## src/rtl/bridge_pkg.sv

```systemverilog
package bridge_pkg;

    typedef enum logic [1:0] {
        REG_NONE = 2'd0,
        REG_LEG  = 2'd1,
        REG_EXT  = 2'd2
    } region_e;

    typedef enum logic [1:0] {
        ST_IDLE = 2'd0,
        ST_RUN  = 2'd1,
        ST_DONE = 2'd2
    } state_e;

    typedef enum logic [1:0] {
        SZ_BYTE = 2'd0,
        SZ_HALF = 2'd1,
        SZ_WORD = 2'd2,
        SZ_WRD2 = 2'd3
    } size_e;

    typedef struct packed {
        logic [31:0] wdata;
        logic        we;
        logic        en;
        size_e       size;
    } cmd_t;

    function automatic logic in_span(input int unsigned a, input int unsigned base,
                                     input int unsigned span);
        return (a >= base) && (a < base + span);
    endfunction

    function automatic logic is_wide(input size_e s);
        return (s == SZ_WORD) || (s == SZ_WRD2);
    endfunction

endpackage

```

## src/rtl/bridge_decode.sv

```systemverilog
module bridge_decode
    import bridge_pkg::*;
#(
    parameter int AW        = 12,
    parameter int LEG_BASE  = 'h400,
    parameter int LEG_SPAN  = 32,
    parameter int EXT_BASE  = 'h500,
    parameter int EXT_REGS  = 11,
    parameter int IDX_W     = 16
) (
    input  logic [AW-1:0]    sub_addr,
    input  logic             enable,
    input  logic             single_byte,
    output region_e          region,
    output logic [1:0]       nops,
    output logic [IDX_W-1:0] ext_index
);
    localparam int EXT_SPAN = 2 * EXT_REGS;

    int unsigned a;
    always_comb begin
        a         = int'(sub_addr);
        ext_index = IDX_W'((a - EXT_BASE) >> 1);
        if (!enable) begin
            region = REG_NONE;
        end else if (in_span(a, LEG_BASE, LEG_SPAN)) begin
            region = REG_LEG;
        end else if (in_span(a, EXT_BASE, EXT_SPAN)) begin
            region = REG_EXT;
        end else begin
            region = REG_NONE;
        end
        case (region)
            REG_LEG: nops = single_byte ? 2'd1 : 2'd2;
            REG_EXT: nops = 2'd2;
            default: nops = 2'd1;
        endcase
    end
endmodule

```

## src/rtl/bridge_seq.sv

```systemverilog
module bridge_seq
    import bridge_pkg::*;
#(
    parameter int AW        = 12,
    parameter int PORT_W    = 16,
    parameter int IDX_W     = 16,
    parameter int LEG_BASE  = 'h400,
    parameter int LEG_SPAN  = 32,
    parameter int LEG_PORT0 = 'h3C0
) (
    input  logic              clk,
    input  logic              rst,
    input  logic              win_enable,
    input  logic              host_valid,
    input  logic              host_write,
    input  logic [AW-1:0]     host_addr,
    input  logic [1:0]        host_size,
    input  logic [31:0]       host_wdata,
    output logic              host_ready,
    output logic [31:0]       host_rdata,
    output logic [AW-1:0]     sub_addr,
    output logic              sub_en,
    output logic              sub_byte,
    input  region_e           region,
    input  logic [1:0]        nops,
    input  logic [IDX_W-1:0]  ext_index,
    output logic              leg_en,
    output logic              leg_we,
    output logic [PORT_W-1:0] leg_port,
    output logic [7:0]        leg_wdata,
    input  logic [7:0]        leg_rdata,
    output logic              ext_en,
    output logic              ext_sel,
    output logic              ext_we,
    output logic [15:0]       ext_wdata,
    input  logic [15:0]       ext_rdata
);
    state_e        state;
    cmd_t          cmd;
    logic [AW-1:0] base;
    logic          half;
    logic          step;
    logic [31:0]   acc;
    logic [31:0]   acc_nxt;

    logic          run;
    logic          last_step;
    logic          last_half;
    logic [AW-1:0] byte_addr;
    logic          byte_hit;
    logic [1:0]    lane;

    assign run       = (state == ST_RUN);
    assign sub_addr  = base + (half ? AW'(2) : AW'(0));
    assign sub_en    = cmd.en;
    assign sub_byte  = (cmd.size == SZ_BYTE);
    assign byte_addr = sub_addr + AW'(step);
    assign byte_hit  = in_span(int'(byte_addr), LEG_BASE, LEG_SPAN);
    assign lane      = {half, step};
    assign last_step = (nops == 2'd1) || step;
    assign last_half = !is_wide(cmd.size) || half;

    // back-end drive
    always_comb begin
        leg_en    = run && (region == REG_LEG) && byte_hit;
        leg_we    = cmd.we;
        leg_port  = PORT_W'(int'(byte_addr) - LEG_BASE + LEG_PORT0);
        leg_wdata = cmd.wdata[{lane, 3'b000} +: 8];
        ext_en    = run && (region == REG_EXT);
        ext_sel   = step;
        ext_we    = !step || cmd.we;
        if (!step)
            ext_wdata = 16'(ext_index);
        else if (sub_byte)
            ext_wdata = {8'h00, cmd.wdata[7:0]};
        else
            ext_wdata = cmd.wdata[{half, 4'b0000} +: 16];
    end

    // read-data gathering
    always_comb begin
        acc_nxt = acc;
        if (leg_en && !cmd.we)
            acc_nxt[{lane, 3'b000} +: 8] = leg_rdata;
        if (ext_en && step && !cmd.we) begin
            if (sub_byte)
                acc_nxt[7:0] = sub_addr[0] ? ext_rdata[15:8] : ext_rdata[7:0];
            else
                acc_nxt[{half, 4'b0000} +: 16] = ext_rdata;
        end
    end

    always_ff @(posedge clk) begin
        if (rst) begin
            state <= ST_IDLE;
            cmd   <= '0;
            base  <= '0;
            half  <= 1'b0;
            step  <= 1'b0;
            acc   <= '0;
        end else begin
            case (state)
                ST_IDLE: if (host_valid) begin
                    cmd.wdata <= host_wdata;
                    cmd.we    <= host_write;
                    cmd.en    <= win_enable;
                    cmd.size  <= size_e'(host_size);
                    base      <= host_addr;
                    half      <= 1'b0;
                    step      <= 1'b0;
                    acc       <= '0;
                    state     <= ST_RUN;
                end
                ST_RUN: begin
                    acc <= acc_nxt;
                    if (last_step) begin
                        step <= 1'b0;
                        if (last_half) state <= ST_DONE;
                        else           half  <= 1'b1;
                    end else begin
                        step <= 1'b1;
                    end
                end
                default: state <= ST_IDLE;
            endcase
        end
    end

    assign host_ready = (state == ST_DONE);
    assign host_rdata = acc;

    AST_ONE_TARGET: assert property (@(posedge clk) disable iff (rst)
        !(leg_en && ext_en));
    AST_INDEX_FIRST: assert property (@(posedge clk) disable iff (rst)
        (ext_en && ext_sel) |-> $past(ext_en && !ext_sel && ext_we));
    AST_PAIR_ASCENDS: assert property (@(posedge clk) disable iff (rst)
        (leg_en && step && $past(leg_en)) |-> (leg_port == $past(leg_port) + PORT_W'(1)));
    AST_READY_PULSE: assert property (@(posedge clk) disable iff (rst)
        host_ready |=> !host_ready);
    AST_QUIET_OFF: assert property (@(posedge clk) disable iff (rst)
        (run && !cmd.en) |-> (!leg_en && !ext_en));
    AST_PORT_SPAN: assert property (@(posedge clk) disable iff (rst)
        leg_en |-> (int'(leg_port) >= LEG_PORT0 && int'(leg_port) < LEG_PORT0 + LEG_SPAN));
endmodule

```

## src/rtl/mmio_legacy_bridge.sv

```systemverilog
module mmio_legacy_bridge
    import bridge_pkg::*;
#(
    parameter int WIN_BYTES = 4096,
    parameter int PORT_W    = 16,
    parameter int LEG_BASE  = 'h400,
    parameter int LEG_SPAN  = 32,
    parameter int LEG_PORT0 = 'h3C0,
    parameter int EXT_BASE  = 'h500,
    parameter int EXT_REGS  = 11
) (
    input  logic              clk,
    input  logic              rst,
    input  logic              win_enable,
    input  logic              host_valid,
    input  logic              host_write,
    input  logic [11:0]       host_addr,
    input  logic [1:0]        host_size,
    input  logic [31:0]       host_wdata,
    output logic              host_ready,
    output logic [31:0]       host_rdata,
    output logic              leg_en,
    output logic              leg_we,
    output logic [PORT_W-1:0] leg_port,
    output logic [7:0]        leg_wdata,
    input  logic [7:0]        leg_rdata,
    output logic              ext_en,
    output logic              ext_sel,
    output logic              ext_we,
    output logic [15:0]       ext_wdata,
    input  logic [15:0]       ext_rdata
);
    localparam int AW    = $clog2(WIN_BYTES);
    localparam int IDX_W = 16;

    logic [AW-1:0]    sub_addr;
    logic             sub_en;
    logic             sub_byte;
    region_e          region;
    logic [1:0]       nops;
    logic [IDX_W-1:0] ext_index;

    bridge_decode #(
        .AW(AW), .LEG_BASE(LEG_BASE), .LEG_SPAN(LEG_SPAN),
        .EXT_BASE(EXT_BASE), .EXT_REGS(EXT_REGS), .IDX_W(IDX_W)
    ) u_dec (
        .sub_addr(sub_addr), .enable(sub_en), .single_byte(sub_byte),
        .region(region), .nops(nops), .ext_index(ext_index)
    );

    bridge_seq #(
        .AW(AW), .PORT_W(PORT_W), .IDX_W(IDX_W), .LEG_BASE(LEG_BASE),
        .LEG_SPAN(LEG_SPAN), .LEG_PORT0(LEG_PORT0)
    ) u_seq (
        .clk(clk), .rst(rst), .win_enable(win_enable),
        .host_valid(host_valid), .host_write(host_write),
        .host_addr(AW'(host_addr)), .host_size(host_size), .host_wdata(host_wdata),
        .host_ready(host_ready), .host_rdata(host_rdata),
        .sub_addr(sub_addr), .sub_en(sub_en), .sub_byte(sub_byte),
        .region(region), .nops(nops), .ext_index(ext_index),
        .leg_en(leg_en), .leg_we(leg_we), .leg_port(leg_port),
        .leg_wdata(leg_wdata), .leg_rdata(leg_rdata),
        .ext_en(ext_en), .ext_sel(ext_sel), .ext_we(ext_we),
        .ext_wdata(ext_wdata), .ext_rdata(ext_rdata)
    );
endmodule

```

## config.mk

```make
export PLATFORM = sky130hd
export DESIGN_NAME = mmio_legacy_bridge
export DESIGN_NICKNAME = d
export VERILOG_FILES = /design/src/rtl/bridge_pkg.sv /design/src/rtl/bridge_decode.sv /design/src/rtl/bridge_seq.sv /design/src/rtl/mmio_legacy_bridge.sv
export SDC_FILE = /design/constraint.sdc
export NUM_CORES = 1
export LEC_CHECK = 0
export ABC_CLOCK_PERIOD_IN_PS = 4000
export CAP_MARGIN = 20
export CORE_AREA = 2 2 103 125
export DETAILED_ROUTE_END_ITERATION = 10
export DIE_AREA = 0 0 105 127
export PLACE_DENSITY = 0.74
export SYNTH_ARGS = -nofsm -noshare
export SYNTH_HDL_FRONTEND = slang
export SYNTH_SLANG_ARGS = --single-unit
```

## constraint.sdc

```tcl
create_clock -name clk -period 4 [get_ports clk]
set_input_delay 0.6 -clock clk [delete_from_list [all_inputs] [get_ports clk]]
set_output_delay 0.6 -clock clk [all_outputs]
set_load 0.05 [all_outputs]
```

After elaboration in Yosys (flattened, before gate mapping)
Cells that the tools add are included.
Operators by class
  $lt $le $gt $ge: 6
  reduce and logical (&&, ||, !) cells: 23
  $add $sub $neg: 7
  muxes and demuxes: 27
  equal/unequal tests: 11
  shift-type cells: 6
Operators with widths (number)
  two-way mux 32 bit: 3
  bitwise mux 32 bit: 2
  case mux 32 bit (2 select lines): 1
  greater-or-equal comparator 12 x 11 -> 1 bit, second input constant: 3
  less-than comparator 12 x 11 -> 1 bit, second input constant: 3
  two-way mux 16 bit: 2
  variable shift 16 x 7 -> 32 bit, first input constant: 1
  variable shift 8 x 7 -> 32 bit, first input constant: 1
  variable part select 16 x 7 -> 32 bit: 1
  variable part select 32 x 6 -> 16 bit: 1
  variable part select 32 x 6 -> 8 bit: 1
  variable part select 8 x 7 -> 32 bit: 1
  subtractor 12 x 11 -> 13 bit, second input constant: 2
  two-way mux 24 bit: 1
  adder 16 x 11 -> 16 bit, second input constant: 1
  two-way mux 2 bit: 8
  two-way mux 8 bit: 2
  negator 5 -> 7 bit: 2
  adder 12 x 1 -> 12 bit: 1
  adder 12 bit: 1
  logical AND 1 bit: 9
  equality test 2 bit, second input constant: 4
  inequality test 2 bit, second input constant: 4
  case mux 2 bit (2 select lines): 2
  other kinds (10): 23
Storage, ports and cells
  word-level logic and storage cells: 89
  register bits after elaboration: 84

Logic depth before layout (Yosys ltp)
Gate-level depths: netlist (run 1).
  word-level depth: 16
  mapped depth: 18
  mapped depth without buffers: 16

By module
A second synthesis (run 1) with hierarchy kept.
Second synthesis, totals
  cell total of the unflattened synthesis: 769
  area total of the unflattened synthesis: 5627.9 um2
By module, submodules not included
  bridge_seq: cells each 732, sequential area each 1681.6 um2, area an instance 5363.9 um2, instances 1
  bridge_decode: cells each 37, sequential area each 0.0 um2, area an instance 264.0 um2, instances 1

Worst setup path after synthesis (run 1)
Ideal clock, no wire load.
  kind: flip-flop to flip-flop
  start: register u_seq.half
  end: register u_seq.acc[16], in the netlist u_seq.host_rdata[16]
  setup time: 0.061 ns
  path slack: -0.783 ns
  arrival time: 4.722 ns
  period minus slack after synthesis: 4.783 ns
  cell stages (with the launch flop): 13
  cells stage by stage: dfxtp_1 > ha_1 > ha_1 > buf_1 > and3_1 > o2111ai_1 > xnor2_1 > ha_1 > o2111ai_1 > mux2_2 > a21oi_1 > and4_1 > a221o_1
On the way
  cells in the longest elaborated chain, start to end: 16
  elaborated cells on any way between the ends: 35
RTL lines
  from (decl): RTL line bridge_seq.sv:41  | logic half;
  from (signal assigned): RTL line bridge_seq.sv:98  | half <= 1'b0;
  from (signal assigned): RTL line bridge_seq.sv:109  | half <= 1'b0;
  from (signal assigned): RTL line bridge_seq.sv:119  | else half <= 1'b1;
  two-way mux 2 bit (*): RTL line bridge_seq.sv:54  | assign sub_addr = base + (half ? AW'(2) : AW'(0));
  adder 12 bit (*): RTL line bridge_seq.sv:54
  parallel branches: the longest is 7 deep, another holds adder 12 x 1 -> 12 bit
  logical AND 1 bit (*): RTL line bridge_seq.sv:65  | leg_en = run && (region == REG_LEG) && byte_hit;
  via leg_en: RTL line mmio_legacy_bridge.sv:22  | output logic leg_en,
  logical AND 1 bit (*): RTL line bridge_seq.sv:83  | if (leg_en && !cmd.we)
  two-way mux 32 bit (*): RTL line bridge_seq.sv:83
  bitwise mux 32 bit: RTL line bridge_seq.sv:89  | acc_nxt[{half, 4'b0000} +: 16] = ext_rdata;
  two-way mux 24 bit: RTL line bridge_seq.sv:86  | if (sub_byte)
  two-way mux 32 bit (*): RTL line bridge_seq.sv:85  | if (ext_en && step && !cmd.we) begin
  case mux 32 bit (2 select lines) (*): RTL line bridge_seq.sv:102  | case (state)
  to (signal assigned): RTL line bridge_seq.sv:115  | acc <= acc_nxt;
  to (decl): RTL line bridge_seq.sv:43  | logic [31:0] acc;
Mark *: on every way through the listed nets, which the timed path passes.
A chain may end at the register's enable or synchronous reset.

Worst setup path after layout (run 1)
  start: register u_seq.base[1]
  end: output port leg_en
On the way
  cells in the longest elaborated chain, start to end: 9
  elaborated cells on any way between the ends: 17
RTL lines
  from (decl): RTL line bridge_seq.sv:40  | logic [AW-1:0] base;
  from (signal assigned): RTL line bridge_seq.sv:108  | base <= host_addr;
  adder 12 bit (*): RTL line bridge_seq.sv:54
  parallel branches: the longest is 7 deep, another holds adder 12 x 1 -> 12 bit
  logical AND 1 bit (*): RTL line bridge_seq.sv:65
  to (decl): RTL line mmio_legacy_bridge.sv:22
Every way passes the cells marked *.

==> results of run 1 <==
area by class of cell:
type / count / area (sq um) / share of cell area, %
Clock inverter: 5 / 41.29 / 0.5341
Clock buffer: 11 / 252.7 / 3.269
Sequential cell: 84 / 1689 / 21.85
Tap cell: 161 / 201.4 / 2.606
Inverter: 22 / 82.58 / 1.068
Timing Repair Buffer: 197 / 2004 / 25.93
Multi-Input combinational cell: 504 / 3460 / 44.75
layer usage:
metal	part of all wire [%]	GRT usage (%)	up-vias	wire, microns
met2	51	49.20	267	9354
met4	1.7	6.902	0	316
met1	40	32.46	2676	7273
met5	0	0	-	0
li1	-	-	2703	-
met3	7.4	5.000	30	1345
where the power goes:
part | leakage [nW] | internal [mW] | switching [mW] | total (mW)
Clock | 0.139 | 0.462 | 0.363 | 0.825
Combinational | 1.93 | 0.308 | 0.405 | 0.712
Sequential | 0.686 | 0.869 | 0.0364 | 0.905
Total | 2.76 | 1.64 | 0.804 | 2.44
cell usage after synthesis, drive strengths merged (9+ instances only):
| cell | count | area, sq um |
|---|---|---|
| buf | 9 | 57.54 |
| o22ai | 11 | 68.82 |
| a31oi | 21 | 137.6 |
| xnor2 | 18 | 157.7 |
| and2 | 18 | 112.6 |
| clkbuf | 35 | 132.6 |
| o21ai | 34 | 177.7 |
| nand3 | 9 | 45.04 |
| nand2 | 129 | 484.2 |
| ha | 14 | 175.2 |
| dfxtp | 84 | 1682 |
| nor3 | 14 | 75.07 |
| xor2 | 11 | 96.34 |
| nand4 | 13 | 87.58 |
| a221o | 14 | 140.1 |
| a21oi | 58 | 290.3 |
| mux2i | 11 | 110.1 |
| nor2 | 25 | 93.84 |
| inv | 22 | 82.58 |
cells in the final DEF, fill, tap and decap left out, types with 4 or more instances in the layout:
| master | instances |
|---|---|
| clkdlybuf4s50_1 | 131 |
| nand2_1 | 129 |
| dfxtp_1 | 80 |
| a21oi_1 | 56 |
| buf_4 | 49 |
| o21ai_0 | 27 |
| nor2_1 | 24 |
| inv_1 | 21 |
| a31oi_1 | 20 |
| and2_1 | 18 |
| buf_12 | 16 |
| xnor2_1 | 14 |
| a221o_1 | 14 |
| nand4_1 | 12 |
| nor3_1 | 11 |
| o22ai_1 | 11 |
| mux2i_1 | 11 |
| nand3_1 | 9 |
| ha_1 | 9 |
| clkbuf_16 | 9 |
| nor2b_1 | 8 |
| a32oi_1 | 8 |
| o2bb2ai_1 | 8 |
| xor2_1 | 7 |
| mux4_2 | 6 |
| and3_1 | 5 |
| o21ai_1 | 5 |
| a31o_2 | 5 |
| nand2b_1 | 4 |
| xnor2_2 | 4 |
| nor4_1 | 4 |
sequential cells by signal, indices dropped and copies added, names as in the netlist:
name / flops
u_seq.leg_we: 1
u_seq.host_rdata: 32
u_seq.half: 1
u_seq.ext_sel: 1
u_seq.base: 12
u_seq.sub_en: 1
u_seq.cmd: 34
u_seq.state: 2
per-stage QoR:
step / hold slack (ps) / util, % / TNS, ps / std cells / power (mW)
final: 458.3 / 64.42 / 0 / 984 / 2.442
after CTS: 458.3 / 63.38 / 0 / 980 / 2.430
after global routing: 480.2 / 64.42 / -7.906 / 984 / 2.525
after floorplan: 435.7 / - / -69.67 / 654 / 1.295
after global placement: 443.3 / 60.67 / 0 / 963 / 1.605
after detailed placement: 449.9 / 60.67 / 0 / 963 / 1.611
logic make-up (layout without fill, tap and decap cells):
group           after synthesis  after routing  synth area share, %
compound gates              194            194                26.24
mux                          18             18                4.927
fa+ha+maj                    14             14                3.365
simple gates                249            249                23.05
flops                        84             84                32.30
xor+xnor                     29             29                4.879
buf+inv                      66            235                5.239
final timing paths:
| path | from | endpoint |
|---|---|---|
| worst max-delay path | u_seq.base[1] | leg_en |
| worst min-delay path | u_seq.cmd[13] | u_seq.cmd[13] |
| worst max register to register | u_seq.base[1] | u_seq.host_rdata[23] |
| worst min register to register | u_seq.cmd[13] | u_seq.cmd[13] |
timing repair:
| item | in CTS | in global routing |
|---|---|---|
| pin swaps | 2 | 8 |
| resized for setup | 7 | 16 |
| setup buffers | 1 | 4 |
| setup endpoints to repair | 3 | 27 |
| hold endpoints to repair | 0 | 0 |
critical path, delay by kind of cell, from the launching register on:
family                   cells  cell delay [ps]
AO/OA/AOI/OAI                2              320
AND/OR/NAND/NOR              5             1020
multiplexers                 1              320
flip-flops                   1              360
buffers and inverters        2              230
XOR/XNOR                     2              240
adder cells (fa/ha/maj)      3              460
==> impl_metrics.csv, run 1 <==
group,metric,value,unit
status,status,"complete, no violations",
clock_tree,path_clk_slew,60,ps
yosys,synth_ff_type,"dfxtp_1",
yosys,asyncSetResetFlopFracSynth,0,%
placed_design,placed_cell_area,0.007281,sq mm
global_routing,grt_use_total,26.93,%
yosys,synth_cell_type_count,66,
yosys,syn_area_per_cell,7.961,sq um
critical_path,max_stage_delay,430,ps
timing,worst-slew-pin-transition,985.2,ps
die,fp-row-count,44,
timing,hold_viol,0,
global_routing,grt-ovfl-total,0,
clock_tree,tritoncts,"built",
critical_path,reg2reg_slack,160,ps
pwr,power.density,315.9,mW/mm^2
cells_and_area,final_area,0.007731,sq mm
pwr,vdd_drop_max,0.0001707,V
die,dieWidth,105,microns
placed_design,gp_congestion,0.9145,
die,initial_core_util,43.38,%
critical_path,worst_r2r_path_depth,18,
die,design.core.area,0.01200,sq mm
cells_and_area,syn_to_final_growth,48.50,%
cells_and_area,fillCellCount,1067,
die,die_h,127,microns
timing,setup_slack,91.68,ps
drt,via_per_inst,5.768,
drt,drtIter0Drc,342,
drt,vias,5676,
drt,wl,18.29,mm
critical_path,critPathLaunchType,"flop",
hold_path,hold_depth,2,
die,io_pins,153,
critical_path,crit_chain,"ha_4 > ha_4 > nand4_4 > nor2_2 > xnor2_1 > or3_4 > nor3_4 > xnor2_2 > inv_2 > ha_4 > nor2_1 > o2111ai_1 > mux2_4 > a21oi_4 > buf_12",
timing,finalCritPeriodShare,97.71,%
clock_tree,cts_made_buffers,9,
critical_path,critPathSlowestCell,"or3_4",
cells_and_area,drive_gt1_share,16.40,%
drt,wl_per_cell,18.59,microns
critical_path,required,3400,ps
clock_tree,cts_root_buf,"clkbuf_16",
critical_path,path_max_fanout,4,
critical_path,cpMostUsedCell,"ha_4",
clock_tree,h-tree-depth,3,
yosys,syn_area,0.005206,sq mm
clock_tree,clock_latency,340,ps
global_routing,grt_max_degree,57,
timing,fmax,255.9,MHz
job,maxCapViolations,0,
yosys,syn_inst,654,
cells_and_area,final_nets,907,
yosys,synth.yosys.seq_area_share,32.30,%
clock_tree,clkSinkCount,84,
clock_tree,cts_max_path_buffers,2,
critical_path,path_class,"flop to output pin",
global_routing,antenna_found_initial,0,
placed_design,dp_slack,48.67,ps
placed_design,io_buffers,152,
clock_tree,holdBufCountCts,0,
drt,dr.pass1.iters,5,
pwr,leakage,2.759,nW
yosys,yosys_warnings,0,
cells_and_area,num_antenna_cells,0,
hold_path,worst_hold_path_type,"flop to flop",
global_routing,grt_pass1_vias,5548,
timing,period_minus_slack,3908,ps
yosys,synth.net_count,743,
timing,maxSlewViolCount,0,
critical_path,crit_arrival,3310,ps
drt,drt.antenna.violating_nets,0,
timing,max_slew_margin,34.18,%
critical_path,cp-end-kind,"output pin",
timing,finalSetupViolations,0,
yosys,ys_ff_latch,84,
drt,drcViolationCount,0,
timing,finalClockSkew,4.956,ps
yosys,synth-edff-count,0,
die,dieArea,0.01334,sq mm
global_routing,grt_pass1_wl,28.75,mm
placed_design,post-dp-hpwl,14.10,mm
No activity file was read; power rests on OpenSTA's default activity.
==> run 2, diff against run 1 <==
Settings changed: CTS_CLUSTER_DIAMETER set to 120.
==> results of run 2 <==
The final DEF is identical to that of run 1; final timing and power are the same.
